## config.mk

```make
export PLATFORM = sky130hd
export DESIGN_NAME = branch_cond_unit
export DESIGN_NICKNAME = d
export VERILOG_FILES = /design/src/rtl/bcu_pkg.sv /design/src/rtl/bcu_cond_eval.sv /design/src/rtl/bcu_target_add.sv /design/src/rtl/branch_cond_unit.sv
export SDC_FILE = /design/constraint.sdc
export NUM_CORES = 1
export LEC_CHECK = 0
export BUFFER_PORTS_ARGS = -buffer_cell sky130_fd_sc_hd__buf_2
export CORE_UTILIZATION = 40
export CTS_CLUSTER_DIAMETER = 30
export CTS_CLUSTER_SIZE = 28
export DETAILED_ROUTE_END_ITERATION = 12
export GPL_ROUTABILITY_DRIVEN = 0
export PLACE_DENSITY_LB_ADDON = 0.05
export SYNTH_ARGS = -nofsm -noshare
export SYNTH_HDL_FRONTEND = slang
export SYNTH_SLANG_ARGS = --single-unit
```

## constraint.sdc

```tcl
create_clock -name clk -period 4.06 [get_ports clk]
set_input_delay 0.609 -clock clk [delete_from_list [all_inputs] [get_ports clk]]
set_output_delay 0.609 -clock clk [all_outputs]
set_load 0.005 [all_outputs]
```

## src/rtl/bcu_pkg.sv

```systemverilog
package bcu_pkg;

    localparam int SEL_W = 5;

    typedef enum logic [SEL_W-1:0] {
        SEL_ALWAYS = 5'd0,
        SEL_EQ     = 5'd1,
        SEL_NE     = 5'd2,
        SEL_NEG    = 5'd3,
        SEL_NNEG   = 5'd4,
        SEL_ZERO   = 5'd5,
        SEL_NZERO  = 5'd6,
        SEL_OVF    = 5'd7,
        SEL_NOVF   = 5'd8,
        SEL_GT     = 5'd9,
        SEL_GE     = 5'd10,
        SEL_LT     = 5'd11,
        SEL_LE     = 5'd12
    } cond_sel_e;

    localparam logic [SEL_W-1:0] SEL_LAST_VALID = 5'd12;

endpackage

```

## src/rtl/bcu_cond_eval.sv

```systemverilog
module bcu_cond_eval
    import bcu_pkg::*;
(
    input  logic [SEL_W-1:0] sel,
    input  logic             fe,
    input  logic             fs,
    input  logic             fz,
    input  logic             fo,
    output logic             hit
);

    always_comb begin
        case (sel)
            SEL_ALWAYS: hit = 1'b1;
            SEL_EQ:     hit = fe;
            SEL_NE:     hit = !fe;
            SEL_NEG:    hit = fs;
            SEL_NNEG:   hit = !fs;
            SEL_ZERO:   hit = fz;
            SEL_NZERO:  hit = !fz;
            SEL_OVF:    hit = fo;
            SEL_NOVF:   hit = !fo;
            SEL_GT:     hit = !fe && !fs;
            SEL_GE:     hit = fe || !fs;
            SEL_LT:     hit = !fe && fs;
            SEL_LE:     hit = fe || fs;
            default:    hit = 1'b0;
        endcase
    end

endmodule

```

## src/rtl/bcu_target_add.sv

```systemverilog
module bcu_target_add #(
    parameter int ADDR_W = 32,
    parameter int IMM_W  = 16
) (
    input  logic [ADDR_W-1:0] base,
    input  logic              pick_imm,
    input  logic [IMM_W-1:0]  imm,
    input  logic [ADDR_W-1:0] roff,
    output logic [ADDR_W-1:0] dest
);

    localparam int EXT_W = ADDR_W - IMM_W;

    logic [ADDR_W-1:0] imm_ext;

    generate
        if (EXT_W > 0) begin : g_sext
            assign imm_ext = {{EXT_W{imm[IMM_W-1]}}, imm};
        end else begin : g_trunc
            assign imm_ext = imm[ADDR_W-1:0];
        end
    endgenerate

    assign dest = base + (pick_imm ? imm_ext : roff);

endmodule

```

## src/rtl/branch_cond_unit.sv

```systemverilog
module branch_cond_unit
    import bcu_pkg::*;
#(
    parameter int ADDR_W = 32,
    parameter int IMM_W  = 16
) (
    input  logic              clk,
    input  logic              rst_n,
    input  logic              req_valid,
    input  logic [4:0]        cond_sel,
    input  logic              flag_e,
    input  logic              flag_s,
    input  logic              flag_z,
    input  logic              flag_o,
    input  logic [31:0]       next_pc,
    input  logic              use_imm,
    input  logic [15:0]       imm_off,
    input  logic [31:0]       reg_off,
    output logic              rsp_valid,
    output logic              rsp_taken,
    output logic [31:0]       rsp_target,
    output logic [31:0]       rsp_setval
);

    logic              hit_c;
    logic [ADDR_W-1:0] dest_c;

    bcu_cond_eval u_eval (
        .sel (cond_sel),
        .fe  (flag_e),
        .fs  (flag_s),
        .fz  (flag_z),
        .fo  (flag_o),
        .hit (hit_c)
    );

    bcu_target_add #(.ADDR_W(ADDR_W), .IMM_W(IMM_W)) u_add (
        .base     (next_pc),
        .pick_imm (use_imm),
        .imm      (imm_off),
        .roff     (reg_off),
        .dest     (dest_c)
    );

    // Result register: IDLE when rsp_valid low, RESULT when high.
    always_ff @(posedge clk) begin
        if (!rst_n) begin
            rsp_valid  <= 1'b0;
            rsp_taken  <= 1'b0;
            rsp_target <= '0;
        end else begin
            rsp_valid <= req_valid;
            if (req_valid) begin
                rsp_taken  <= hit_c;
                rsp_target <= dest_c;
            end
        end
    end

    always_comb begin
        rsp_setval    = '0;
        rsp_setval[0] = rsp_taken;
    end

    // response follows a request by exactly one cycle
    a_r2_resp_follows: assert property (@(posedge clk) disable iff (!rst_n)
        req_valid |=> rsp_valid);
    a_r2_no_spurious: assert property (@(posedge clk) disable iff (!rst_n)
        !req_valid |=> !rsp_valid);

    // outputs hold between requests
    a_r3_hold: assert property (@(posedge clk) disable iff (!rst_n)
        !req_valid |=> ($stable(rsp_taken) && $stable(rsp_target)));

    // zero immediate lands on the advanced PC
    a_r5_zero_imm: assert property (@(posedge clk) disable iff (!rst_n)
        (req_valid && use_imm && imm_off == '0) |=> rsp_target == $past(next_pc));

    // the always code is taken
    a_r8_always: assert property (@(posedge clk) disable iff (!rst_n)
        (req_valid && cond_sel == SEL_ALWAYS) |=> rsp_taken);

    // reserved codes never taken
    a_r9_reserved: assert property (@(posedge clk) disable iff (!rst_n)
        (req_valid && cond_sel > SEL_LAST_VALID) |=> !rsp_taken);

    // greater and less exclude equality
    a_r7_strict: assert property (@(posedge clk) disable iff (!rst_n)
        (req_valid && flag_e && (cond_sel == SEL_GT || cond_sel == SEL_LT)) |=> !rsp_taken);

    // set value is 0 or 1
    a_r10_setval: assert property (@(posedge clk) disable iff (!rst_n)
        $countones(rsp_setval) <= 1);

endmodule

```

==> impl_metrics.py <==
metrics = {
    "status": {
        "status": "finished clean",
    },
    "setup_path": {
        "cp_slowest_stage_delay_ps": 440,
        "arrival_ps": 3400,
        "regToRegSetupSlack_ps": 3360,
        "cp_slowest_cell": "fa_1",
        "crit_type": "in -> reg",
        "cp-start-kind": "primary input",
        "timing.critical_path.buf_inv": 2,
        "cp_max_fo": 13,
        "critical-path-top-delay-family": "compound AO/OA/AOI/OAI gates",
        "required_ps": 4210,
        "cp-end-kind": "register",
        "cp_cell_sequence": "buf_2 -> buf_4 -> mux2_2 -> fa_1 -> a21o_1 -> a221oi_2 -> nor2_1 -> a41oi_2 -> o41ai_2 -> o221ai_1 -> xor2_1 -> o21ai_1",
    },
    "power_and_ir_drop": {
        "leakagePower_nw": 2.17,
        "powerDensity_nw_per_um2": 301,
        "peakVddDrop_v": 0.000111,
    },
    "grt": {
        "grt_pass1_wl_mm": 15.8,
        "antenna_found_initial": 0,
        "first_global_vias": 3387,
        "overflow": 0,
        "track_usage_pct": 20.1,
        "grt_start_max_net_pins": 22,
    },
    "die": {
        "die_w_um": 96.8,
        "rows": 34,
        "core-area_sq_um": 8720,
        "die_h_um": 96.8,
        "io_pins": 159,
        "start_util_pct": 41.2,
        "dieArea_sq_um": 9380,
    },
    "timing": {
        "rsz0062_at_grt": "false",
        "clock_skew_ps": 0,
        "finalCriticalPeriod_ps": 3250,
        "worst_pin_slew_ps": 1170,
        "hold_ws_ps": 451,
        "relSlewSlack_pct": 21.7,
        "finalHoldViolations": 0,
        "slew_violations": 0,
        "finalSetupTns_ps": 0,
        "finalCritPeriodShare_pct": 80.0,
        "setup_viol": 0,
        "max_freq_mhz": 308,
    },
    "synthesis": {
        "synth_ff_type": "dfxtp_1",
        "ys_seq_elements": 34,
        "ys_async_sr_fraction_pct": 0,
        "ys_seq_area_share_pct": 18.9,
        "yosysTopAreaCellShare_pct": 18.9,
        "yosysTopAreaCell": "dfxtp_1",
        "avgSynthCellArea_sq_um": 7.79,
        "yosysWarnings": 0,
        "synthesis.instances": 462,
        "synth-edff-count": 0,
        "synth_area_leaders": "dfxtp_1 (19%), ha_1 (11%), buf_4 (6.7%)",
        "yosys-top-cells-count": "o21ai_0 (47), nand2_1 (45), dfxtp_1 (34)",
        "synth_cell_types": 61,
        "syn_area_sq_um": 3600,
        "synthMostInstantiatedCell": "o21ai_0",
    },
    "cells_and_area": {
        "fin_cells": 679,
        "drive_gt1_share_pct": 28.7,
        "nets": 695,
        "diodes": 0,
        "area_growth_pct": 18.4,
    },
    "cts": {
        "post_cts_resize_count": 0,
        "h-tree-depth": 2,
        "post_cts_buffers": 0,
        "path_clk_slew_ps": 70,
        "cts_tree": "done",
        "clk_latency_ps": 290,
        "clk_path_buf_depth": 2,
        "cts-root-buf": "clkbuf_8",
        "clock_sinks": 34,
        "cts_hold_buf": 0,
        "cts_buffers": 5,
    },
    "job": {
        "drv_cap": 0,
    },
    "placed_design": {
        "dpl.cell_count": 671,
        "port_buffers": 127,
        "dpl.hpwl_mm": 7.68,
    },
    "routing": {
        "drt_iter0_drc": 150,
        "vias_per_cell": 5.21,
        "wl_per_cell_um": 13.9,
        "drc_errors": 0,
        "firstDrtPassIters": 4,
        "drtAntennaViolNets": 0,
        "postRouteWirelength_mm": 9.41,
        "vias": 3540,
    },
    "hold_path": {
        "min_path_type": "reg -> reg",
    },
}
==> cells by family (layout without fill, tap and decap cells) <==
family | after synthesis | after routing | synth area share (%)
compound gates | 142 | 142 | 26.1
simple gates | 113 | 113 | 15.4
buf+inv | 80 | 159 | 12.0
flops | 34 | 34 | 18.9
fa+ha+maj | 32 | 32 | 11.3
mux | 31 | 31 | 9.15
xor+xnor | 29 | 29 | 7.06
other cells | 1 | 31 | 0.104
==> power breakdown <==
part           internal, mW  total (mW)  switching [mW]  leakage, nW
clock network         0.171       0.304           0.133       0.0575
logic                 0.262       0.577           0.315         1.83
registers             0.377       0.400          0.0235        0.281
total                 0.810        1.28           0.471         2.17
==> routing by layer <==
metal / GRT usage (%) / vias to the layer above / share of wire [%]
met5: 0 / - / 0
met4: 4.48 / 0 / 0.92
met1: 27.9 / 1604 / 49
met3: 3.11 / 7 / 6.3
li1: - / 1791 / -
met2: 32.7 / 138 / 44
==> final cells by class <==
type                    instances  area, sq um
flip-flops and latches         34          681
well taps                     108          135
multi-input cells             378         2600
clock buffers                   8          110
repair buffers                129          651
fillers                       886         4460
inverters                      22         82.6
==> flip-flops by register name (all words and copies together), names as in the netlist <==
register	flops
rsp_target	32
rsp_taken	1
rsp_valid	1
==> cell usage in the layout, fill, tap and decap left out, types with 2 or more instances in the layout <==
cell	instances
nor3_1	4
o211a_1	2
mux2_2	15
clkbuf_8	8
o21bai_1	3
buf_2	127
inv_1	22
a31oi_1	6
and3_1	2
ha_1	31
o21a_1	3
nor2b_1	18
nand2_1	45
a21o_1	19
o21ai_0	47
dfxtp_1	34
a221o_1	2
nand2b_1	3
nand4_1	9
conb_1	31
xnor2_1	18
xor2_1	11
a21oi_1	32
nand3b_1	2
mux2i_1	16
nand3_1	4
a211oi_1	3
nor2_1	19
o211ai_1	4
buf_4	2
o21ai_1	2
==> worst min-delay path, cell delays in order, from the launching register on <==
cell and delay [ps]:
dfxtp_1 320, nand2_1 40, o21ai_0 50
==> per-stage QoR <==
stage,cell area [sq um],setup slack [ps],util (%),power (mW)
after CTS,4260,795,48.8,1.29
after floorplan,3710,733,-,0.824
after global routing,4260,606,48.8,1.38
after detailed placement,4150,492,47.6,0.983
after global placement,4150,522,47.6,0.979
final,4260,813,48.8,1.28
==> worst paths after layout <==
kind / startpoint / end / cells past startpoint
worst max-delay path: use_imm / rsp_target[30]$_SDFFE_PN0P_ / 12
worst min-delay path: rsp_target[19]$_SDFFE_PN0P_ / rsp_target[19]$_SDFFE_PN0P_ / 2
worst max register to register: rsp_target[28]$_SDFFE_PN0P_ / rsp_target[28]$_SDFFE_PN0P_ / 2
worst min register to register: rsp_target[19]$_SDFFE_PN0P_ / rsp_target[19]$_SDFFE_PN0P_ / 2
No activity file was read; power rests on OpenSTA's default activity.
